<file path="config.mk">
export PLATFORM = sky130hd
export DESIGN_NAME = rxq_top
export DESIGN_NICKNAME = d
export VERILOG_FILES = /design/src/rtl/rxq_pkg.sv /design/src/rtl/rxq_stage.sv /design/src/rtl/rxq_fifo.sv /design/src/rtl/rxq_ctrl.sv /design/src/rtl/rxq_top.sv
export SDC_FILE = /design/constraint.sdc
export NUM_CORES = 1
export LEC_CHECK = 0
export BUFFER_PORTS_ARGS = -buffer_cell sky130_fd_sc_hd__buf_2
export CORE_ASPECT_RATIO = 0.7
export CORE_MARGIN = 8
export CORE_UTILIZATION = 33
export DETAILED_ROUTE_END_ITERATION = 16
export PLACE_DENSITY = 0.54
export RECOVER_POWER = 50
export SLEW_MARGIN = 20
export SYNTH_ARGS = -nofsm -noshare
export SYNTH_HDL_FRONTEND = slang
export SYNTH_SLANG_ARGS = --single-unit
</file>
<file path="constraint.sdc">
create_clock -name clk -period 6.6 [get_ports clk]
set_clock_uncertainty 0.2 [all_clocks]
set_input_delay 0.66 -clock clk [delete_from_list [all_inputs] [get_ports clk]]
set_output_delay 0.66 -clock clk [all_outputs]
set_load 0.005 [all_outputs]
</file>
<file path="src/rtl/rxq_pkg.sv">
package rxq_pkg;

   typedef enum logic [1:0] {
      RXM_SINGLE = 2'd0,
      RXM_DOUBLE = 2'd1,
      RXM_QUEUE  = 2'd2
   } rxq_mode_e;

   // level code zero selects the full depth, other codes are the level itself
   function automatic int unsigned rxq_level(input int unsigned code, input int unsigned depth);
      return (code == 0) ? depth : code;
   endfunction

   function automatic rxq_mode_e rxq_mode(input logic hold_en, input logic queue_en);
      if (!hold_en)
         return RXM_SINGLE;
      else if (queue_en)
         return RXM_QUEUE;
      else
         return RXM_DOUBLE;
   endfunction

endpackage

</file>
<file path="src/rtl/rxq_stage.sv">
module rxq_stage #(
   parameter int W = 10
) (
   input  logic         clk,
   input  logic         rst_n,
   input  logic         load,
   input  logic         unload,
   input  logic [W-1:0] din,
   output logic         valid,
   output logic [W-1:0] dout
);

   generate
      if (W < 1) begin : g_bad_w
         $error("rxq_stage: W must be positive");
      end
   endgenerate

   always_ff @(posedge clk or negedge rst_n) begin
      if (!rst_n) begin
         valid <= 1'b0;
         dout  <= '0;
      end else begin
         if (load) begin
            valid <= 1'b1;
            dout  <= din;
         end else if (unload) begin
            valid <= 1'b0;
         end
      end
   end

endmodule

</file>
<file path="src/rtl/rxq_fifo.sv">
module rxq_fifo #(
   parameter int W     = 10,
   parameter int DEPTH = 4,
   localparam int AW    = $clog2(DEPTH),
   localparam int CNT_W = $clog2(DEPTH + 1)
) (
   input  logic             clk,
   input  logic             rst_n,
   input  logic             flush,
   input  logic             push,
   input  logic             pop,
   input  logic [W-1:0]     din,
   output logic [W-1:0]     dout,
   output logic [CNT_W-1:0] count
);

   generate
      if (DEPTH < 2 || (DEPTH & (DEPTH - 1)) != 0) begin : g_bad_depth
         $error("rxq_fifo: DEPTH must be a power of two, at least 2");
      end
   endgenerate

   logic [W-1:0]  mem [DEPTH];
   logic [AW-1:0] wptr, rptr;

   always_ff @(posedge clk or negedge rst_n) begin
      if (!rst_n) begin
         for (int i = 0; i < DEPTH; i++) mem[i] <= '0;
      end else if (push && !flush) begin
         mem[wptr] <= din;
      end
   end

   always_ff @(posedge clk or negedge rst_n) begin
      if (!rst_n) begin
         wptr  <= '0;
         rptr  <= '0;
         count <= '0;
      end else if (flush) begin
         wptr  <= '0;
         rptr  <= '0;
         count <= '0;
      end else begin
         if (push) wptr <= wptr + 1'b1;
         if (pop)  rptr <= rptr + 1'b1;
         case ({push, pop})
            2'b10:   count <= count + 1'b1;
            2'b01:   count <= count - 1'b1;
            default: count <= count;
         endcase
      end
   end

   assign dout = mem[rptr];


   no_overflow_chk: assert property (@(posedge clk) disable iff (!rst_n)
      (push && !pop) |-> (count < CNT_W'(DEPTH)));


   no_underflow_chk: assert property (@(posedge clk) disable iff (!rst_n)
      pop |-> (count != '0));

endmodule

</file>
<file path="src/rtl/rxq_ctrl.sv">
module rxq_ctrl
   import rxq_pkg::*;
#(
   parameter int DEPTH = 4,
   parameter int LVL_W = 2,
   localparam int CNT_W = $clog2(DEPTH + 1)
) (
   input  logic             clk,
   input  logic             rst_n,
   input  rxq_mode_e        mode,
   input  logic             rx_start,
   input  logic             auto_inh,
   input  logic             full_all,
   input  logic             lost,
   input  logic             stat_rd,
   input  logic             clr_queue,
   input  logic [LVL_W-1:0] lvl_code,
   input  logic [CNT_W-1:0] count,
   input  logic             hold_v,
   input  logic             cap_v,
   output logic             rx_enable,
   output logic             ovr_flag,
   output logic [CNT_W-1:0] level_q,
   output logic             irq
);

   generate
      if ((1 << LVL_W) != DEPTH) begin : g_bad_lvl
         $error("rxq_ctrl: level code must span the queue depth");
      end
   endgenerate

   always_ff @(posedge clk or negedge rst_n) begin
      if (!rst_n) begin
         rx_enable <= 1'b0;
         ovr_flag  <= 1'b0;
         level_q   <= CNT_W'(DEPTH);
      end else begin
         if (rx_start)
            rx_enable <= 1'b1;
         else if (auto_inh && full_all)
            rx_enable <= 1'b0;

         if (lost)
            ovr_flag <= 1'b1;
         else if (stat_rd)
            ovr_flag <= 1'b0;

         if (clr_queue)
            level_q <= CNT_W'(rxq_level(32'(lvl_code), DEPTH));
      end
   end

   always_comb begin
      case (mode)
         RXM_QUEUE:  irq = (count >= level_q);
         RXM_DOUBLE: irq = hold_v;
         default:    irq = cap_v;
      endcase
   end


   auto_inhibit_chk: assert property (@(posedge clk) disable iff (!rst_n)
      (auto_inh && full_all && !rx_start) |=> !rx_enable);


   ovr_sticky_chk: assert property (@(posedge clk) disable iff (!rst_n)
      (ovr_flag && !stat_rd) |=> ovr_flag);


   ovr_clear_chk: assert property (@(posedge clk) disable iff (!rst_n)
      (stat_rd && !lost) |=> !ovr_flag);

endmodule

</file>
<file path="src/rtl/rxq_top.sv">
module rxq_top
   import rxq_pkg::*;
#(
   parameter int DATA_W = 8,
   parameter int DEPTH  = 4,
   parameter int LVL_W  = 2,
   localparam int WORD_W = DATA_W + 2,
   localparam int CNT_W  = $clog2(DEPTH + 1)
) (
   input  logic              clk,
   input  logic              rst_n,
   input  logic              rx_valid,
   input  logic [DATA_W-1:0] rx_data,
   input  logic              rx_bit9,
   input  logic              rx_perr,
   input  logic              cfg_hold_en,
   input  logic              cfg_queue_en,
   input  logic              cfg_auto_inh,
   input  logic              cfg_wake,
   input  logic [LVL_W-1:0]  cfg_level,
   input  logic              clr_queue,
   input  logic              rx_start,
   input  logic              rd_pop,
   input  logic              stat_rd,
   output logic [DATA_W-1:0] rd_data,
   output logic              rd_bit9,
   output logic              rd_perr,
   output logic [CNT_W-1:0]  fill_cnt,
   output logic              q_empty,
   output logic              ovr_flag,
   output logic              rx_irq,
   output logic              rx_enable
);

   generate
      if (DATA_W < 1) begin : g_bad_data
         $error("rxq_top: DATA_W must be positive");
      end
   endgenerate

   rxq_mode_e          mode;
   logic               in_q;
   logic               cap_v, hold_v;
   logic [WORD_W-1:0]  cap_w, hold_w, q_w, in_w, out_w;
   logic               at_level, hold_adv, cap_adv, rd_hit;
   logic               cap_unload, hold_unload, q_pop;
   logic               frame_ok, cap_load, lost, full_all;
   logic [CNT_W-1:0]   level_q;

   assign mode = rxq_mode(cfg_hold_en, cfg_queue_en);
   assign in_q = (mode == RXM_QUEUE);
   assign in_w = {rx_perr, rx_bit9, rx_data};

   // movement along the chain, based on the registered state of each stage
   assign at_level = (fill_cnt >= level_q);
   assign hold_adv = in_q && hold_v && !at_level && !clr_queue;
   assign cap_adv  = (mode != RXM_SINGLE) && cap_v && (!hold_v || hold_adv);

   always_comb begin
      case (mode)
         RXM_SINGLE: begin rd_hit = rd_pop && cap_v;    out_w = cap_w;  end
         RXM_DOUBLE: begin rd_hit = rd_pop && hold_v;   out_w = hold_w; end
         default:    begin rd_hit = rd_pop && !q_empty; out_w = q_w;    end
      endcase
   end

   assign cap_unload  = cap_adv || ((mode == RXM_SINGLE) && rd_hit);
   assign hold_unload = hold_adv || ((mode == RXM_DOUBLE) && rd_hit);
   assign q_pop       = in_q && rd_hit && !clr_queue;

   assign frame_ok = rx_valid && rx_enable && !(cfg_wake && !rx_bit9);
   assign cap_load = frame_ok && (!cap_v || cap_unload);
   assign lost     = frame_ok && cap_v && !cap_unload;
   assign full_all = cap_v && ((mode == RXM_SINGLE) || hold_v) && (!in_q || at_level);

   rxq_stage #(.W(WORD_W)) u_cap (
      .clk    (clk),
      .rst_n  (rst_n),
      .load   (cap_load),
      .unload (cap_unload),
      .din    (in_w),
      .valid  (cap_v),
      .dout   (cap_w)
   );

   rxq_stage #(.W(WORD_W)) u_hold (
      .clk    (clk),
      .rst_n  (rst_n),
      .load   (cap_adv),
      .unload (hold_unload),
      .din    (cap_w),
      .valid  (hold_v),
      .dout   (hold_w)
   );

   rxq_fifo #(.W(WORD_W), .DEPTH(DEPTH)) u_q (
      .clk   (clk),
      .rst_n (rst_n),
      .flush (clr_queue),
      .push  (hold_adv),
      .pop   (q_pop),
      .din   (hold_w),
      .dout  (q_w),
      .count (fill_cnt)
   );

   rxq_ctrl #(.DEPTH(DEPTH), .LVL_W(LVL_W)) u_ctrl (
      .clk       (clk),
      .rst_n     (rst_n),
      .mode      (mode),
      .rx_start  (rx_start),
      .auto_inh  (cfg_auto_inh),
      .full_all  (full_all),
      .lost      (lost),
      .stat_rd   (stat_rd),
      .clr_queue (clr_queue),
      .lvl_code  (cfg_level),
      .count     (fill_cnt),
      .hold_v    (hold_v),
      .cap_v     (cap_v),
      .rx_enable (rx_enable),
      .ovr_flag  (ovr_flag),
      .level_q   (level_q),
      .irq       (rx_irq)
   );

   assign q_empty = (fill_cnt == '0);
   assign {rd_perr, rd_bit9, rd_data} = out_w;


   level_cap_chk: assert property (@(posedge clk) disable iff (!rst_n)
      fill_cnt <= level_q);


   idle_hold_chk: assert property (@(posedge clk) disable iff (!rst_n)
      (!rx_enable && !cap_v) |=> !cap_v);


   wake_filter_chk: assert property (@(posedge clk) disable iff (!rst_n)
      (rx_enable && cfg_wake && rx_valid && !rx_bit9 && !cap_v) |=> !cap_v);


   no_queue_use_chk: assert property (@(posedge clk) disable iff (!rst_n)
      (!in_q && q_empty && !clr_queue) |=> q_empty);

endmodule

</file>
==> impl_metrics.yaml <==
sta:
  fin_setup_tns_ns: 0
  max_freq_mhz: 323
  period_minus_slack_ns: 3.09
  rsz0062_at_grt: "false"
  hold_viol: 0
  min_period_over_period: 0.468
  slew_headroom: 0.360
  slew_violations: 0
  setup_viol: 0
  tightest_slew_ns: 0.961
worst_setup_path:
  worstPathCellList: "mux4_2, mux2i_1, a21oi_1, buf_2"
  critPathArrivalTime_ns: 2.23
  path_class: "flip-flop to output pin"
  worstSetupStartpointType: "flip-flop"
  cp_top_family: "flip-flops"
  cp_num_buf_inv: 1
  crit_fanout: 12
  cp_data_required_time_ns: 5.74
  cpPeakStageDelay_ns: 0.88
  critPathSlowestCell: "dfrtp_1"
  worst_setup_path_end_kind: "output pin"
clock_tree:
  cts.repair.resized: 0
  cts_hold_buf: 0
  ctsRootBufferMaster: "clkbuf_16"
  cts_buffer_depth: 2
  insertion_delay_ns: 0.33
  cts_tree: "yes"
  clkSinkCount: 74
  h-tree-depth: 3
  postCtsSetupRepairBufs: 0
  path_clk_slew_ns: 0.06
  cts-buffers-inserted: 9
synthesis:
  synth_nets: 294
  synth-edff-count: 0
  async_flop_share: 1.00
  yosysSeqAreaShare: 0.524
  ys_ff_latch: 74
  synth_cell_types: 38
  netlist_instances: 263
  syn_area_um2: 3530
  synth_ff_type: "dfrtp_1"
  ys_warn_count: 0
  syn_avg_cell_area_um2: 13.4
floorplan:
  core_um2: 10400
  die_h_um: 103
  ios: 40
  die_w_um: 140
  initial_utilization: 0.340
  die_area_um2: 14300
  rows: 31
finish:
  num-nets-final: 330
  drive_gt1_frac: 0.220
  final_area_um2: 4140
  diodes: 0
  fillers: 977
  area_growth_pct: 17.0
route:
  detail_route.wl_per_cell_um: 17.1
  antenna_left: 0
  first_iter_violations: 87
  drc: 0
  totalWireLength_um: 7440
  via_per_inst: 4.79
  via_count: 2090
  dr.pass1.iters: 4
outcome:
  status: "completed"
grt:
  grt_first_pass_wirelength_um: 12400
  grt_max_degree: 75
  grt_pass1_vias: 2163
  grtUsageTotal: 0.114
  grt_overflow_total: 0
  grt_antenna_before_repair: 0
placed_design:
  dpl-instance-area_um2: 3820
  place_congestion: 0.666
  portBuffers: 39
  dpl.hpwl_um: 4850
min_path:
  hp-class: "flip-flop to flip-flop"
flow_run:
  cap_violations: 0
pwr:
  irDropWorstVdd_v: 0.000190
  leakage_uw: 0.00196
  power_density_nw_per_um2: 346
[worst paths after layout]
path | cells after the start | slack [ns] | to | from
setup reg to reg | 7 | 3.63 | u_q.mem[24]$_DFFE_PN0P_ | u_q.count[0]$_DFFE_PN0P_
hold / removal | 1 | 0.28 | u_q.mem[7]$_DFFE_PN0P_ | u_q.mem[7]$_DFFE_PN0P_
max in group asynchronous | 2 | 5.22 | u_hold.dout[6]$_DFFE_PN0P_ | rst_n
setup / recovery | 4 | 3.51 | rd_data[5] | u_q.rptr[0]$_DFFE_PN0P_
min in group asynchronous | 2 | 0.35 | u_ctrl.level_q[1]$_DFFE_PN0P_ | rst_n
hold reg to reg | 1 | 0.28 | u_q.mem[7]$_DFFE_PN0P_ | u_q.mem[7]$_DFFE_PN0P_
[flip-flops by register name (all words and copies together), names as in the netlist]
| signal | count |
|---|---|
| u_q.mem | 40 |
| u_cap.dout | 10 |
| u_hold.dout | 10 |
| u_ctrl.level_q | 3 |
| u_q.count | 3 |
| u_q.rptr | 2 |
| u_q.wptr | 2 |
| u_cap.valid | 1 |
| u_ctrl.ovr_flag | 1 |
| u_ctrl.rx_enable | 1 |
| u_hold.valid | 1 |
[through the flow]
step | worst slack (ns) | utilization | hold WS (ns) | cells | total power, uW
after detailed placement | 3.17 | 0.367 | 0.270 | 420 | 923
after CTS | 3.27 | 0.398 | 0.283 | 436 | 1450
after global routing | 3.31 | 0.398 | 0.296 | 436 | 1520
after floorplan | 4.00 | - | 0.164 | 263 | 817
after global placement | 3.28 | 0.367 | 0.261 | 420 | 911
final | 3.51 | 0.398 | 0.282 | 436 | 1430
[where the power goes]
part | switching, uW | internal, uW | total [uW]
Combinational | 110 | 148 | 258
Sequential | 94.3 | 556 | 651
Clock | 182 | 340 | 522
[layout make-up]
type	instances	area, um2	area share
flip-flops and latches	74	1850	0.448
multi-input cells	164	1560	0.378
clock buffers	11	243	0.0587
repair buffers	40	195	0.0472
well taps	132	165	0.0399
clock inverters	5	77.6	0.0188
inverters	10	37.5	0.00908
[layout by cell type, fill, tap and decap left out, drive strengths merged, types with 2 or more instances in the layout]
cell type,synthesis,layout
clkinv,0,2
mux2i,12,12
clkbuf,6,17
inv,10,10
o2111ai,2,2
nor2b,2,2
o21ai,7,7
ha,7,7
nand2,7,7
buf,9,34
nor3,2,2
dfrtp,73,73
and3,4,4
xnor2,3,3
mux4,10,10
bufinv,0,2
mux2,62,62
a21oi,10,10
nor2,21,21
[cells in the mapped netlist (2+ instances only)]
cell type / count / share of area
and3_1: 4 / 0.0071
mux2_1: 60 / 0.19
clkbuf_1: 6 / 0.0064
o21ai_1: 2 / 0.0028
nor3_1: 2 / 0.0028
buf_2: 2 / 0.0028
nand2_1: 7 / 0.0074
mux2i_1: 12 / 0.034
mux2_2: 2 / 0.0064
inv_1: 10 / 0.011
a21oi_1: 10 / 0.014
ha_1: 7 / 0.025
xnor2_1: 3 / 0.0074
o21ai_0: 5 / 0.0071
dfrtp_1: 73 / 0.52
nor2_1: 21 / 0.022
nor2b_1: 2 / 0.0035
buf_4: 6 / 0.013
mux4_2: 10 / 0.064
[cells by family after synthesis]
logic type / after synthesis / share of synthesized area
buffers and inverters: 25 / 0.0336
AO/OA/AOI/OAI: 27 / 0.0517
multiplexers: 84 / 0.295
XOR/XNOR: 4 / 0.00992
flip-flops: 74 / 0.524
adder cells (fa/ha/maj): 8 / 0.0305
AND/OR/NAND/NOR: 41 / 0.0545
[per-layer routing]
metal,global-route usage,part of all wire,wire (um)
met1,0.156,0.51,3780
met2,0.167,0.44,3290
met3,0.0324,0.035,263
met4,0.0473,0.015,115
met5,0,0,0
(Power assumes the default switching activity.)
